<file path="config.mk">
export PLATFORM = sky130hd
export DESIGN_NAME = pattern_writer
export DESIGN_NICKNAME = d
export VERILOG_FILES = /design/src/rtl/pw_pkg.sv /design/src/rtl/pw_lite_reg.sv /design/src/rtl/pw_burst_seq.sv /design/src/rtl/pw_resp_track.sv /design/src/rtl/pattern_writer.sv
export SDC_FILE = /design/constraint.sdc
export NUM_CORES = 1
export LEC_CHECK = 0
export CAP_MARGIN = 20
export CORE_MARGIN = 2
export CORE_UTILIZATION = 53
export DETAILED_ROUTE_END_ITERATION = 16
export GPL_TIMING_DRIVEN = 1
export PLACE_DENSITY = 0.86
export SETUP_SLACK_MARGIN = 0.5
export SLEW_MARGIN = 20
export SYNTH_ARGS = -nofsm -noshare
export SYNTH_HDL_FRONTEND = slang
export SYNTH_SLANG_ARGS = --single-unit
</file>
<file path="constraint.sdc">
create_clock -name clk -period 13.3 [get_ports clk]
set_clock_uncertainty 0.15 [all_clocks]
set_input_delay 2.66 -clock clk [delete_from_list [all_inputs] [get_ports clk]]
set_output_delay 2.66 -clock clk [all_outputs]
set_load 0.05 [all_outputs]
</file>
<file path="src/rtl/pw_pkg.sv">
`timescale 1ns/1ps
package pw_pkg;
  localparam logic [1:0] RESP_OKAY  = 2'b00;
  localparam logic [2:0] SIZE_WORD  = 3'b010;
  localparam logic [1:0] BURST_INCR = 2'b01;

  // beats for the next burst: limited by words left, burst cap and page room
  function automatic int burst_beats(input logic [11:0] page_off,
                                     input int left, input int cap);
    int room;
    int n;
    room = (4096 - int'(page_off)) / 4;
    n = cap;
    if (left < n) n = left;
    if (room < n) n = room;
    return n;
  endfunction
endpackage

</file>
<file path="src/rtl/pw_lite_reg.sv">
`timescale 1ns/1ps
module pw_lite_reg (
  input  logic        clk,
  input  logic        rst_n,
  input  logic        awvalid,
  output logic        awready,
  input  logic        wvalid,
  output logic        wready,
  input  logic [31:0] wdata,
  input  logic [3:0]  wstrb,
  output logic        bvalid,
  input  logic        bready,
  output logic [1:0]  bresp,
  input  logic        arvalid,
  output logic        arready,
  output logic        rvalid,
  input  logic        rready,
  output logic [31:0] rdata,
  output logic [1:0]  rresp,
  output logic [31:0] value
);
  import pw_pkg::*;

  logic [31:0] val_q, val_d, rdata_q, rdata_d;
  logic        bv_q, bv_d, rv_q, rv_d;
  logic        wr_go, rd_go;

  assign wr_go   = awvalid && wvalid && !bv_q;
  assign rd_go   = arvalid && !rv_q;
  assign awready = wr_go;
  assign wready  = wr_go;
  assign arready = !rv_q;

  always_comb begin
    val_d   = val_q;
    rdata_d = rdata_q;
    bv_d    = bv_q && !bready;
    rv_d    = rv_q && !rready;
    if (wr_go) begin
      for (int b = 0; b < 4; b++)
        if (wstrb[b]) val_d[8*b +: 8] = wdata[8*b +: 8];
      bv_d = 1'b1;
    end
    if (rd_go) begin
      rdata_d = val_q;
      rv_d    = 1'b1;
    end
  end

  always_ff @(posedge clk or negedge rst_n) begin
    if (!rst_n) begin
      val_q   <= '0;
      rdata_q <= '0;
      bv_q    <= 1'b0;
      rv_q    <= 1'b0;
    end else begin
      val_q   <= val_d;
      rdata_q <= rdata_d;
      bv_q    <= bv_d;
      rv_q    <= rv_d;
    end
  end

  assign bvalid = bv_q;
  assign rvalid = rv_q;
  assign rdata  = rdata_q;
  assign bresp  = RESP_OKAY;
  assign rresp  = RESP_OKAY;
  assign value  = val_q;


  lite_resp_hold_chk: assert property (@(posedge clk) disable iff (!rst_n)
    bvalid && !bready |=> bvalid);

  lite_reg_keep_chk: assert property (@(posedge clk) disable iff (!rst_n)
    !(awvalid && wvalid && awready) |=> $stable(value));
endmodule

</file>
<file path="src/rtl/pw_burst_seq.sv">
`timescale 1ns/1ps
module pw_burst_seq #(
  parameter int ADDR_W    = 32,
  parameter int NUM_WORDS = 256,
  parameter int MAX_BURST = 16,
  localparam int CNT_W    = $clog2(NUM_WORDS + 1)
) (
  input  logic              clk,
  input  logic              rst_n,
  input  logic              launch,
  input  logic [ADDR_W-1:0] base,
  output logic              awvalid,
  input  logic              awready,
  output logic [ADDR_W-1:0] awaddr,
  output logic [7:0]        awlen,
  output logic              wvalid,
  input  logic              wready,
  output logic [31:0]       wdata,
  output logic              wlast,
  output logic              busy
);
  import pw_pkg::*;

  typedef enum logic [1:0] {SQ_IDLE, SQ_AW, SQ_W} sq_e;

  sq_e               st_q, st_d;
  logic [ADDR_W-1:0] addr_q, addr_d;
  logic [CNT_W-1:0]  idx_q, idx_d;
  logic [7:0]        beat_q, beat_d, len_q, len_d;
  int                beats;

  always_comb begin
    beats = burst_beats(addr_q[11:0], NUM_WORDS - int'(idx_q), MAX_BURST);
    awlen = 8'(beats - 1);
  end

  always_comb begin
    st_d   = st_q;
    addr_d = addr_q;
    idx_d  = idx_q;
    beat_d = beat_q;
    len_d  = len_q;
    case (st_q)
      SQ_IDLE: if (launch) begin
        addr_d = {base[ADDR_W-1:2], 2'b00};
        idx_d  = '0;
        st_d   = SQ_AW;
      end
      SQ_AW: if (awready) begin
        len_d  = awlen;
        beat_d = '0;
        st_d   = SQ_W;
      end
      SQ_W: if (wready) begin
        idx_d  = idx_q + CNT_W'(1);
        addr_d = addr_q + ADDR_W'(4);
        beat_d = beat_q + 8'd1;
        if (beat_q == len_q)
          st_d = (int'(idx_q) + 1 >= NUM_WORDS) ? SQ_IDLE : SQ_AW;
      end
      default: st_d = SQ_IDLE;
    endcase
  end

  always_ff @(posedge clk or negedge rst_n) begin
    if (!rst_n) begin
      st_q   <= SQ_IDLE;
      addr_q <= '0;
      idx_q  <= '0;
      beat_q <= '0;
      len_q  <= '0;
    end else begin
      st_q   <= st_d;
      addr_q <= addr_d;
      idx_q  <= idx_d;
      beat_q <= beat_d;
      len_q  <= len_d;
    end
  end

  assign awvalid = (st_q == SQ_AW);
  assign wvalid  = (st_q == SQ_W);
  assign awaddr  = addr_q;
  assign wdata   = 32'(idx_q);
  assign wlast   = wvalid && (beat_q == len_q);
  assign busy    = (st_q != SQ_IDLE);


  aw_hold_chk: assert property (@(posedge clk) disable iff (!rst_n)
    awvalid && !awready |=> awvalid && $stable(awaddr) && $stable(awlen));

  w_hold_chk: assert property (@(posedge clk) disable iff (!rst_n)
    wvalid && !wready |=> wvalid && $stable(wdata) && $stable(wlast));

  burst_cap_chk: assert property (@(posedge clk) disable iff (!rst_n)
    awvalid |-> int'(awlen) < MAX_BURST);

  page_cross_chk: assert property (@(posedge clk) disable iff (!rst_n)
    awvalid |-> int'(awaddr[11:0]) + (int'(awlen) + 1) * 4 <= 4096);
endmodule

</file>
<file path="src/rtl/pw_resp_track.sv">
`timescale 1ns/1ps
module pw_resp_track #(
  parameter int CNT_W = 9
) (
  input  logic       clk,
  input  logic       rst_n,
  input  logic       clear,
  input  logic       aw_fire,
  input  logic       b_fire,
  input  logic [1:0] bresp,
  output logic       drained,
  output logic       err
);
  import pw_pkg::*;

  logic [CNT_W-1:0] cnt_q, cnt_d;
  logic             err_q, err_d;

  always_comb begin
    cnt_d = cnt_q;
    if (aw_fire && !b_fire)      cnt_d = cnt_q + CNT_W'(1);
    else if (b_fire && !aw_fire) cnt_d = cnt_q - CNT_W'(1);
    err_d = err_q;
    if (clear)                              err_d = 1'b0;
    else if (b_fire && bresp != RESP_OKAY)  err_d = 1'b1;
  end

  always_ff @(posedge clk or negedge rst_n) begin
    if (!rst_n) begin
      cnt_q <= '0;
      err_q <= 1'b0;
    end else begin
      cnt_q <= cnt_d;
      err_q <= err_d;
    end
  end

  assign drained = (cnt_q == '0);
  assign err     = err_q;


  no_underflow_chk: assert property (@(posedge clk) disable iff (!rst_n)
    b_fire |-> !drained);

  err_sticky_chk: assert property (@(posedge clk) disable iff (!rst_n)
    err && !clear |=> err);
endmodule

</file>
<file path="src/rtl/pattern_writer.sv">
`timescale 1ns/1ps
module pattern_writer #(
  parameter int ADDR_W    = 32,
  parameter int NUM_WORDS = 256,
  parameter int MAX_BURST = 16,
  parameter int BASE_SRC  = 2
) (
  input  logic              clk,
  input  logic              rst_n,
  input  logic              start,
  output logic              ready,
  output logic              idle,
  output logic              done,
  output logic              err,
  input  logic [ADDR_W-1:0] base_in,
  output logic              m_awvalid,
  input  logic              m_awready,
  output logic [ADDR_W-1:0] m_awaddr,
  output logic [7:0]        m_awlen,
  output logic [2:0]        m_awsize,
  output logic [1:0]        m_awburst,
  output logic              m_wvalid,
  input  logic              m_wready,
  output logic [31:0]       m_wdata,
  output logic [3:0]        m_wstrb,
  output logic              m_wlast,
  input  logic              m_bvalid,
  output logic              m_bready,
  input  logic [1:0]        m_bresp,
  input  logic              s_awvalid,
  output logic              s_awready,
  input  logic              s_wvalid,
  output logic              s_wready,
  input  logic [31:0]       s_wdata,
  input  logic [3:0]        s_wstrb,
  output logic              s_bvalid,
  input  logic              s_bready,
  output logic [1:0]        s_bresp,
  input  logic              s_arvalid,
  output logic              s_arready,
  output logic              s_rvalid,
  input  logic              s_rready,
  output logic [31:0]       s_rdata,
  output logic [1:0]        s_rresp
);
  import pw_pkg::*;

  localparam int CNT_W = $clog2(NUM_WORDS + 1);

  typedef enum logic {T_IDLE, T_RUN} top_e;

  top_e              st_q, st_d;
  logic              done_q, done_d;
  logic              accept, finish, seq_busy, drained;
  logic [ADDR_W-1:0] base_sel;

  generate
    if (BASE_SRC == 0) begin : g_zero
      logic unused_in;
      assign unused_in = ^{base_in, s_awvalid, s_wvalid, s_wdata, s_wstrb,
                           s_bready, s_arvalid, s_rready};
      assign base_sel  = '0;
    end else if (BASE_SRC == 1) begin : g_port
      logic unused_in;
      assign unused_in = ^{s_awvalid, s_wvalid, s_wdata, s_wstrb,
                           s_bready, s_arvalid, s_rready};
      assign base_sel  = base_in;
    end else begin : g_reg
      logic        unused_in;
      logic [31:0] reg_val;
      assign unused_in = ^{base_in, reg_val};
      pw_lite_reg u_reg (
        .clk(clk), .rst_n(rst_n),
        .awvalid(s_awvalid), .awready(s_awready),
        .wvalid(s_wvalid), .wready(s_wready), .wdata(s_wdata), .wstrb(s_wstrb),
        .bvalid(s_bvalid), .bready(s_bready), .bresp(s_bresp),
        .arvalid(s_arvalid), .arready(s_arready),
        .rvalid(s_rvalid), .rready(s_rready), .rdata(s_rdata), .rresp(s_rresp),
        .value(reg_val)
      );
      assign base_sel = ADDR_W'(reg_val);
    end
    if (BASE_SRC != 2) begin : g_no_reg
      assign s_awready = 1'b0;
      assign s_wready  = 1'b0;
      assign s_bvalid  = 1'b0;
      assign s_bresp   = RESP_OKAY;
      assign s_arready = 1'b0;
      assign s_rvalid  = 1'b0;
      assign s_rdata   = '0;
      assign s_rresp   = RESP_OKAY;
    end
  endgenerate

  assign accept = start && (st_q == T_IDLE);
  assign finish = (st_q == T_RUN) && !seq_busy && drained;

  always_comb begin
    st_d   = st_q;
    done_d = finish;
    if (accept)      st_d = T_RUN;
    else if (finish) st_d = T_IDLE;
  end

  always_ff @(posedge clk or negedge rst_n) begin
    if (!rst_n) begin
      st_q   <= T_IDLE;
      done_q <= 1'b0;
    end else begin
      st_q   <= st_d;
      done_q <= done_d;
    end
  end

  pw_burst_seq #(.ADDR_W(ADDR_W), .NUM_WORDS(NUM_WORDS), .MAX_BURST(MAX_BURST)) u_seq (
    .clk(clk), .rst_n(rst_n), .launch(accept), .base(base_sel),
    .awvalid(m_awvalid), .awready(m_awready), .awaddr(m_awaddr), .awlen(m_awlen),
    .wvalid(m_wvalid), .wready(m_wready), .wdata(m_wdata), .wlast(m_wlast),
    .busy(seq_busy)
  );

  pw_resp_track #(.CNT_W(CNT_W)) u_resp (
    .clk(clk), .rst_n(rst_n), .clear(accept),
    .aw_fire(m_awvalid && m_awready), .b_fire(m_bvalid && m_bready),
    .bresp(m_bresp), .drained(drained), .err(err)
  );

  assign ready     = accept;
  assign idle      = (st_q == T_IDLE);
  assign done      = done_q;
  assign m_bready  = (st_q == T_RUN);
  assign m_awsize  = SIZE_WORD;
  assign m_awburst = BURST_INCR;
  assign m_wstrb   = '1;


  take_run_chk: assert property (@(posedge clk) disable iff (!rst_n)
    ready |=> !idle);

  done_pulse_chk: assert property (@(posedge clk) disable iff (!rst_n)
    done |=> !done);

  idle_quiet_chk: assert property (@(posedge clk) disable iff (!rst_n)
    idle |-> !m_awvalid && !m_wvalid);

  done_drained_chk: assert property (@(posedge clk) disable iff (!rst_n)
    done |-> idle && !m_awvalid && !m_wvalid);
endmodule

</file>
==> reports/qor.csv, run 1 <==
metric,value,unit
layout.cells.non_filler,1103,
core_area,14500,sq um
cts_buffers,17,
power.internal,1.37,mW
cellPowerDensity,264,nW/um^2
clock_path_buffers,2,
area_growth,24.5,%
swShare,47.2,%
clock_sinks,135,
fin_crit,8.84,ns
gp_congestion,0.929,
clkSlewWorstSetupHoldPaths,0.06,ns
initial_utilization,54.3,%
final_cell_mix,"139 x clkdlybuf4s50_1, 135 x dfrtp_1, 76 x nand2_1, 74 x mux2_2, 48 x o21ai_0",
post-cts-setup-buffers,0,
dr.pass1.iters,6,
setup_viol,0,
grt.overflow.total,0,
cp-end-kind,output port,
htreeDepth,4,
postSynthAreaPerCell,10.1,sq um
cts_root_buffer,clkbuf_16,
final_common_cell,clkdlybuf4s50_1,
cts_resized,0,
drt_wl_total,19400,um
grt_pass1_wl,32000,um
worst_setup_path_start_kind,flop,
grtUsageTotal,24.9,%
async_flop_share,100,%
viasPerCell,5.78,
yosysUniqueCellTypes,69,
drc,0,
holdCritPathClass,flop to flop,
die_h,126,um
drive_above_1_share,14.1,%
slew_viol_final,0,
io_buffers,140,
crit_fanout,11,
hold_viol,0,
synth_edf_count,0,
max_cap_violations,0,
clkPwrFrac,18.1,%
relSlewSlack,42.0,%
p_leak,4.33,nW
top_level_ports,211,
clock_latency,0.43,ns
p_total,2.59,mW
arrival,6.03,ns
worst_pin_slew,0.871,ns
status,"complete, no violations",
grt_max_degree,96,
dp_hpwl,13300,um
max_freq,0.113,GHz
cts_tree,yes,
whs,0.353,ns
die_w,126,um
period_share,66.5,%
pwr-share-comb,57.1,%
antenna_cells,0,
tns,0,ns
antenna_found_initial,0,
layout_setup_ws,4.46,ns
num_rows,44,
cp_data_required_time,10.49,ns
post-place-ws,5.10,ns
setup.worst_path.class,flop to output port,
num_vias,6371,
synthFlopType,dfrtp_1,
wl_per_cell,17.6,um
placedCellCount,1071,
power.switching,1.22,mW
synth-seq-area-share,42.8,%
die_area,15900,sq um
ant_nets,0,
synthCells,783,
netlist_area,7890,sq um
peakVddDrop,0.151,mV
drt_iter0_drc,554,
ys_seq_elements,135,
fin_nets,1016,
postCtsHoldBufs,0,
ys_warn_count,0,
first_global_vias,6466,
seqPwrFrac,24.8,%
rsz0062_at_grt,no,
[critical path, stage by stage, from the launching register on]
cell	delay, ns
dfrtp_1	0.58
inv_1	0.15
ha_1	0.31
nor3b_1	0.19
and4_1	0.24
a311oi_2	0.38
o21a_1	0.30
a21oi_1	0.12
ha_1	0.30
nand4_1	0.09
nor2_1	0.06
a221oi_1	0.24
o2111a_1	0.41
and2_2	0.30
nor3_1	0.06
a21oi_1	0.32
ha_1	0.35
a31oi_1	0.11
a221o_1	0.39
clkdlybuf4s50_1	0.71
[final timing paths]
kind                                                   startpoint                           endpoint  slack (ns)  depth (start not counted)
worst min-delay path            g_reg.u_reg.rdata[20]$_DFFE_PN0P_  g_reg.u_reg.rdata[20]$_DFFE_PN0P_        0.35                          1
worst max-delay path                   u_seq.idx_q[0]$_DFFE_PN0P_                         m_awlen[4]        4.46                         19
worst min register to register  g_reg.u_reg.rdata[20]$_DFFE_PN0P_  g_reg.u_reg.rdata[20]$_DFFE_PN0P_        0.35                          1
max in group asynchronous                                   rst_n         u_seq.idx_q[8]$_DFFE_PN0P_        9.75                          2
worst max register to register         u_seq.idx_q[0]$_DFFE_PN0P_         u_seq.len_q[4]$_DFFE_PN0P_        7.88                         19
min in group asynchronous                                   rst_n  g_reg.u_reg.rdata[22]$_DFFE_PN0P_        2.14                          1
[cell usage after synthesis, drive strengths merged (2+ instances only)]
cell	instances	share of area, %
o31ai	8	0.94
nand3	19	1.2
or3	10	0.81
a21o	10	0.95
nand2	78	3.8
ha	28	4.4
nand4	10	0.79
and3	12	0.97
a31oi	4	0.51
o21a	5	0.48
conb	2	0.095
xnor2	28	3.1
xor2	12	1.3
o2111a	2	0.29
a22o	5	0.56
nor2	41	2.0
dfrtp	135	43
buf	52	4.6
and2	3	0.25
mux2	76	11
and4	4	0.44
a221oi	2	0.22
o211a	2	0.25
clkbuf	26	1.3
nand2b	5	0.40
nor3	18	1.3
inv	36	1.7
a221o	8	1.0
mux2i	11	1.4
nor4	11	1.1
nor3b	7	0.67
a222oi	8	1.0
o21ai	50	3.2
a21oi	21	1.3
a22oi	12	1.1
or4	3	0.33
o21bai	4	0.38
a211oi	2	0.25
[layout make-up]
class                           instances  area (sq um)
Fill cell                            1069          4710
Timing Repair Buffer                  146          1450
Inverter                               37           139
Clock buffer                           18           439
Sequential cell                       135          3380
Multi-Input combinational cell        569          4040
Clock inverter                         14           145
Tap cell                              184           230
[per-stage QoR]
stage | area (sq um) | util [%]
2_1_floorplan | 8020 | -
6_report | 9820 | 67.6
5_1_grt | 9820 | 67.6
4_1_cts | 9820 | 67.6
3_5_place_dp | 9240 | 63.5
3_3_place_gp | 9240 | 63.5
[metal layers]
layer	global-route usage, %	vias to the layer above	share of wire [%]
met4	9.50	0	2.7
met1	30.9	3085	42
met3	8.07	50	7.6
met2	40.6	269	48
met5	0	-	0
li1	-	2967	-
[power by group through the flow]
stage | Combinational, mW | Sequential [mW] | Clock, mW
floorplan | 0.884 | 0.831 | 0
global placement | 1.43 | 0.639 | 0
detailed placement | 1.46 | 0.644 | 0
CTS | 1.47 | 0.640 | 0.472
global route | 1.60 | 0.659 | 0.487
finish | 1.48 | 0.642 | 0.469
[sequential cells by signal, summed over array words and instances (netlist names)]
| register | flops |
|---|---|
| done | 1 |
| g_reg.u_reg.bvalid | 1 |
| g_reg.u_reg.rdata | 32 |
| g_reg.u_reg.rvalid | 1 |
| g_reg.u_reg.value | 32 |
| m_bready | 1 |
| u_resp.cnt_q | 9 |
| u_resp.err | 1 |
| u_seq.awaddr | 30 |
| u_seq.beat_q | 8 |
| u_seq.idx_q | 9 |
| u_seq.len_q | 8 |
| u_seq.st_q | 2 |
[cells by family after synthesis]
group / synth area share [%]
compound gates: 13.7
xor+xnor: 4.44
fa+ha+maj: 4.69
buf+inv: 7.68
flops: 42.8
mux: 12.3
other cells: 0.0952
simple gates: 14.3
(Power assumes the default switching activity.)
==> run 2: changes to the inputs <==
--- a/config.mk
+++ b/config.mk
@@ -7,10 +7,10 @@
 export LEC_CHECK = 0
 export CAP_MARGIN = 20
 export CORE_MARGIN = 2
-export CORE_UTILIZATION = 53
+export CORE_UTILIZATION = 45
 export DETAILED_ROUTE_END_ITERATION = 16
 export GPL_TIMING_DRIVEN = 1
-export PLACE_DENSITY = 0.86
+export PLACE_DENSITY = 0.78
 export SETUP_SLACK_MARGIN = 0.5
 export SLEW_MARGIN = 20
 export SYNTH_ARGS = -nofsm -noshare
==> constraint.sdc (replaced) <==
create_clock -name clk -period 7.84 [get_ports clk]
set_clock_uncertainty 0.15 [all_clocks]
set_input_delay 1.568 -clock clk [delete_from_list [all_inputs] [get_ports clk]]
set_output_delay 1.568 -clock clk [all_outputs]
set_load 0.05 [all_outputs]
==> reports/qor.csv, run 2 (synthesized netlist as in run 1, its figures left out) <==
metric,value,unit,change
setup.worst_path.class,flop to output port,,
ant_nets,0,,unchanged
clkSlewWorstSetupHoldPaths,0.06,ns,about the same
grt.overflow.total,0,,unchanged
cts_buffers,17,,unchanged
initial_utilization,45.8,%,-8.5 points
peakVddDrop,0.460,mV,+210%
drt_wl_total,19200,um,-1.4%
power.internal,2.30,mW,+68%
tns,0,ns,unchanged
fin_crit,7.04,ns,
cellPowerDensity,442,nW/um^2,+68%
num_vias,6263,,-1.7%
fin_area,9880,sq um,+0.57%
cp-end-kind,output port,,
regToRegSetupSlack,2.84,ns,-5.04 ns
io_buffers,140,,unchanged
seqCellArea,3380,sq um,about the same
crit_fanout,11,,unchanged
wl_per_cell,16.8,um,-4.8%
place_area,9290,sq um,+0.56%
fillerInstances,1453,,+36%
setup_viol,0,,unchanged
area_growth,25.2,%,
cp_data_required_time,6.12,ns,-4.37 ns
dp_hpwl,13400,um,+0.84%
clock_latency,0.42,ns,about the same
antenna_found_initial,0,,unchanged
die_h,136,um,+8.3%
holdCritPathClass,flop to flop,,
relSlewSlack,48.7,%,+6.8 points
worst_pin_slew,0.769,ns,-0.102 ns
grt_pass1_wl,30700,um,-3.8%
first_global_vias,6138,,-5.1%
htreeDepth,4,,unchanged
swShare,47.4,%,+0.18 points
clkPwrFrac,18.1,%,about the same
power.switching,2.07,mW,+69%
clock_sinks,135,,unchanged
drc,0,,unchanged
drive_above_1_share,14.4,%,+0.23 points
seqPwrFrac,24.9,%,about the same
die_area,18600,sq um,+17%
max_freq,0.142,GHz,
post-cts-setup-buffers,0,,unchanged
cts_tree,yes,,
final_cell_mix,"136 x clkdlybuf4s50_1, 134 x dfrtp_1, 76 x nand2_1, 74 x mux2_2, 48 x o21ai_0",,
pwr-share-comb,57.0,%,about the same
die_w,136,um,+8.3%
multi_input_area,4050,sq um,+0.28%
viasPerCell,5.48,,-5.1%
grt_max_degree,83,,-14%
grtUsageTotal,21.1,%,-3.8 points
postCtsHoldBufs,0,,unchanged
antenna_cells,0,,unchanged
worst_setup_path_start_kind,flop,,
drt_iter0_drc,561,,+1.3%
clock_path_buffers,2,,unchanged
gp_congestion,0.882,,-5.0%
hold_viol,0,,unchanged
period_share,89.9,%,
top_level_ports,211,,unchanged
final_common_cell,clkdlybuf4s50_1,,
p_leak,4.32,nW,-0.30%
dr.pass1.iters,5,,-1
arrival,5.33,ns,-0.70 ns
core_area,17200,sq um,+19%
fin_nets,1016,,unchanged
max_cap_violations,0,,unchanged
rsz0062_at_grt,no,,
num_rows,48,,+9.1%
status,"complete, no violations",,
cts_root_buffer,clkbuf_16,,
slew_viol_final,0,,unchanged
## run 2: power groups by stage
stage | sequential, mW | combinational (mW) | clock [mW]
final | 1.09 | 2.49 | 0.790
after CTS | 1.09 | 2.48 | 0.803
after detailed placement | 1.10 | 2.48 | 0
after global routing | 1.12 | 2.68 | 0.831
after floorplan | 1.41 | 1.50 | 0
after global placement | 1.09 | 2.44 | 0
## run 2: path summary, 6_finish.rpt
check / startpoint / endpoint / cells past startpoint
max in group asynchronous: rst_n / u_seq.idx_q[0]$_DFFE_PN0P_ / 2
min in group asynchronous: rst_n / g_reg.u_reg.rdata[22]$_DFFE_PN0P_ / 1
max: u_seq.idx_q[0]$_DFFE_PN0P_ / m_awlen[4] / 19
min: u_resp.err$_DFFE_PN0P_ / u_resp.err$_DFFE_PN0P_ / 2
min reg2reg: u_resp.err$_DFFE_PN0P_ / u_resp.err$_DFFE_PN0P_ / 2
max reg2reg: u_seq.idx_q[0]$_DFFE_PN0P_ / u_seq.len_q[4]$_DFFE_PN0P_ / 19
## run 2: repair_timing
action,4_1_cts,5_1_grt
setup endpoints to repair,3,4
pin swaps,0,0
hold endpoints to repair,0,0
cloned,0,0
resized for setup,3,5
## run 2: layer usage
| layer | share of wire [%] | GRT usage, % | routed length, um | vias to the layer above |
|---|---|---|---|---|
| met2 | 48 | 33.9 | 9210 | 213 |
| met3 | 7.3 | 6.86 | 1410 | 24 |
| li1 | - | - | - | 2960 |
| met1 | 43 | 27.4 | 8300 | 3066 |
| met5 | 0 | 0 | 0 | - |
| met4 | 1.3 | 5.50 | 240 | 0 |
## run 2: layout make-up
| cell class | count | area share (%) |
|---|---|---|
| clock buffers | 19 | 4.38 |
| clock inverters | 12 | 1.46 |
| inverters | 37 | 1.41 |
| multi-input cells | 569 | 41.0 |
| flip-flops and latches | 135 | 34.2 |
| well taps | 225 | 2.85 |
| repair buffers | 146 | 14.7 |
## run 2: critical path, stage by stage (launching register included)
cell	delay, ns
dfrtp_2	0.49
inv_1	0.13
ha_1	0.24
nand2b_1	0.15
and4_1	0.23
a311oi_2	0.42
o21a_1	0.27
a21oi_1	0.11
ha_1	0.29
nand4_1	0.10
nor2_1	0.06
a221oi_1	0.25
o2111a_2	0.34
and2_2	0.28
nor3_1	0.08
a21oi_2	0.21
ha_2	0.29
a31oi_1	0.10
a221o_1	0.40
dlygate4sd2_1	0.44
## run 2: through the flow
stage	hold slack (ns)	worst slack, ns	instances	utilization (%)	total power [mW]
2_1_floorplan	0.298	0.591	819	-	2.91
3_3_place_gp	0.322	0.818	1112	53.9	3.52
3_5_place_dp	0.327	0.738	1112	53.9	3.58
4_1_cts	0.340	0.540	1143	57.2	4.37
5_1_grt	0.366	0.555	1143	57.3	4.63
6_report	0.337	0.796	1143	57.3	4.37
==> run 3: changes to the inputs <==
--- a/config.mk
+++ b/config.mk
@@ -6,11 +6,12 @@
 export NUM_CORES = 1
 export LEC_CHECK = 0
 export CAP_MARGIN = 20
+export CORE_ASPECT_RATIO = 0.8
 export CORE_MARGIN = 2
-export CORE_UTILIZATION = 45
+export CORE_UTILIZATION = 49
 export DETAILED_ROUTE_END_ITERATION = 16
 export GPL_TIMING_DRIVEN = 1
-export PLACE_DENSITY = 0.78
+export PLACE_DENSITY = 0.81
 export SETUP_SLACK_MARGIN = 0.5
 export SLEW_MARGIN = 20
 export SYNTH_ARGS = -nofsm -noshare
==> constraint.sdc (replaced) <==
create_clock -name clk -period 6.5 [get_ports clk]
set_clock_uncertainty 0.15 [all_clocks]
set_input_delay 1.3 -clock clk [delete_from_list [all_inputs] [get_ports clk]]
set_output_delay 1.3 -clock clk [all_outputs]
set_load 0.05 [all_outputs]
==> reports/qor.csv, run 3 (synthesized netlist as in run 1, its figures left out) <==
metric,value,unit,change
fin_area,10100,sq um,+2.6%
final_util,64.4,%,+7.1 points
slew_viol_final,0,,unchanged
clock_sinks,135,,unchanged
worst_pin_slew,0.802,ns,+0.0331 ns
grt.overflow.total,0,,unchanged
drt_wl_total,19700,um,+2.6%
gp_congestion,0.882,,about the same
max_stage_delay,0.48,ns,about the same
rsz0062_at_grt,yes,,
cp_data_required_time,5.05,ns,-1.07 ns
num_rows,41,,-15%
period_share,92.5,%,
ant_nets,0,,unchanged
clock_latency,0.42,ns,about the same
worst_setup_path_start_kind,flop,,
die_h,117,um,-14%
wl_met3,1700,um,+21%
holdCritPathClass,flop to flop,,
io_buffers,140,,unchanged
max_cap_violations,0,,unchanged
cp-end-kind,output port,,
drc,0,,unchanged
p_total,5.59,mW,+28%
highest_layer,met4,,
antenna_cells,0,,unchanged
clock_path_buffers,2,,unchanged
drive_above_1_share,18.4,%,+4.0 points
htreeDepth,4,,unchanged
drt_iter0_drc,447,,-20%
wl_met2,8800,um,-4.4%
hold_viol,0,,unchanged
status,"complete, no violations",,
crit_fanout,6,,-5
grtUsageTotal,23.4,%,+2.4 points
wl_met1,8850,um,+6.6%
die_w,146,um,+6.9%
path_cells,buf_4 > or4_4 > o21ai_2 > a31oi_4 > buf_4 > o21ai_4 > nand2_1 > ha_1 > or3_4 > o211a_1 > o31ai_4 > and2_4 > nor3_1 > a21oi_4 > ha_4 > a31oi_1 > a221o_2 > buf_4,,
first_global_vias,6185,,+0.77%
cts_tree,yes,,
initial_utilization,50.1,%,+4.3 points
postCtsHoldBufs,0,,unchanged
peakVddDrop,0.267,mV,-42%
grt_max_degree,89,,+7.2%
clkSlewWorstSetupHoldPaths,0.06,ns,about the same
fin_crit,6.01,ns,
num_vias,6383,,+1.9%
final_cell_mix,"131 x dfrtp_1, 131 x clkdlybuf4s50_1, 76 x nand2_1, 74 x mux2_2, 48 x o21ai_0",,
top_level_ports,211,,unchanged
antenna_found_initial,0,,unchanged
cpMostUsedCell,buf_4,,
place_area,9340,sq um,+0.53%
area_growth,28.5,%,
setup.worst_path.class,flop to output port,,
grt_pass1_wl,32300,um,+5.0%
cellPowerDensity,552,nW/um^2,+25%
layout.cells.non_filler,1151,,+0.70%
viasPerCell,5.55,,+1.2%
placedCellCount,1106,,-0.54%
slowest_stage,or4_4,,
relSlewSlack,46.5,%,-2.2 points
tns,0,ns,unchanged
fin_nets,1033,,+1.7%
setup_viol,0,,unchanged
p_leak,4.47,nW,+3.5%
arrival,4.56,ns,-0.77 ns
max_freq,0.166,GHz,
die_area,17100,sq um,-7.9%
fillerInstances,1272,,-12%
cts_buffers,17,,unchanged
dp_hpwl,13600,um,+1.4%
core_area,15700,sq um,-8.6%
cts_root_buffer,clkbuf_16,,
dr.pass1.iters,5,,unchanged
wl_per_cell,17.1,um,+1.9%
==> run 3: worst max-delay path: cells and delay by family (launching register included) <==
kind                       cells  cell delay (ns)
AOI/OAI and AO/OA              8             1.51
adders and majority gates      2             0.40
buffers and inverters          3             0.54
DFF                            1             0.40
and+or+nand+nor                5             1.29
==> run 3: through the flow <==
stage	setup WS [ns]	hold slack, ns
floorplan	0.533	0.298
global placement	0.461	0.317
detailed placement	0.384	0.328
CTS	0.505	0.335
global route	0.352	0.362
finish	0.488	0.335
==> run 3: repair_timing <==
action / 4_1_cts / 5_1_grt
pin swaps: 3 / 5
endpoints found under the setup margin: 8 / 7
gates cloned: 0 / 0
resized for setup: 17 / 12
buffers inserted: 6 / 7
==> run 3: layer usage <==
metal	up-vias	GRT usage (%)
li1	3015	-
met5	-	0
met1	3115	32.1
met2	223	35.0
met3	30	8.64
met4	0	6.50
==> run 3: final timing paths <==
check,slack [ns],endpoint,cells after the start,startpoint
setup / recovery,0.49,m_awlen[4],18,u_seq.idx_q[1]$_DFFE_PN0P_
max in group asynchronous,4.34,g_reg.u_reg.value[18]$_DFFE_PN0P_,2,rst_n
hold / removal,0.34,done$_DFF_PN0_,1,u_resp.cnt_q[5]$_DFFE_PN0P_
setup reg to reg,2.03,u_seq.len_q[4]$_DFFE_PN0P_,18,u_seq.idx_q[1]$_DFFE_PN0P_
min in group asynchronous,0.76,u_seq.idx_q[6]$_DFFE_PN0P_,1,rst_n
hold reg to reg,0.34,done$_DFF_PN0_,1,u_resp.cnt_q[5]$_DFFE_PN0P_
==> run 3: final cells by class <==
cell class / count / area (sq um) / area share (%)
timing repair buffer: 163 / 1570 / 15.5
clock inverter: 11 / 139 / 1.37
tap: 215 / 269 / 2.65
sequential: 135 / 3380 / 33.4
multi-input combinational: 569 / 4170 / 41.1
clock buffer: 21 / 470 / 4.64
inverter: 37 / 139 / 1.37
==> run 3: report_power, final <==
group          internal [mW]  switching, mW  total, mW  leakage (nW)
combinational           1.29           2.02       3.30          2.49
clock                  0.604          0.399       1.00         0.293
sequential              1.08          0.206       1.29          1.69
total                   2.97           2.62       5.59          4.47
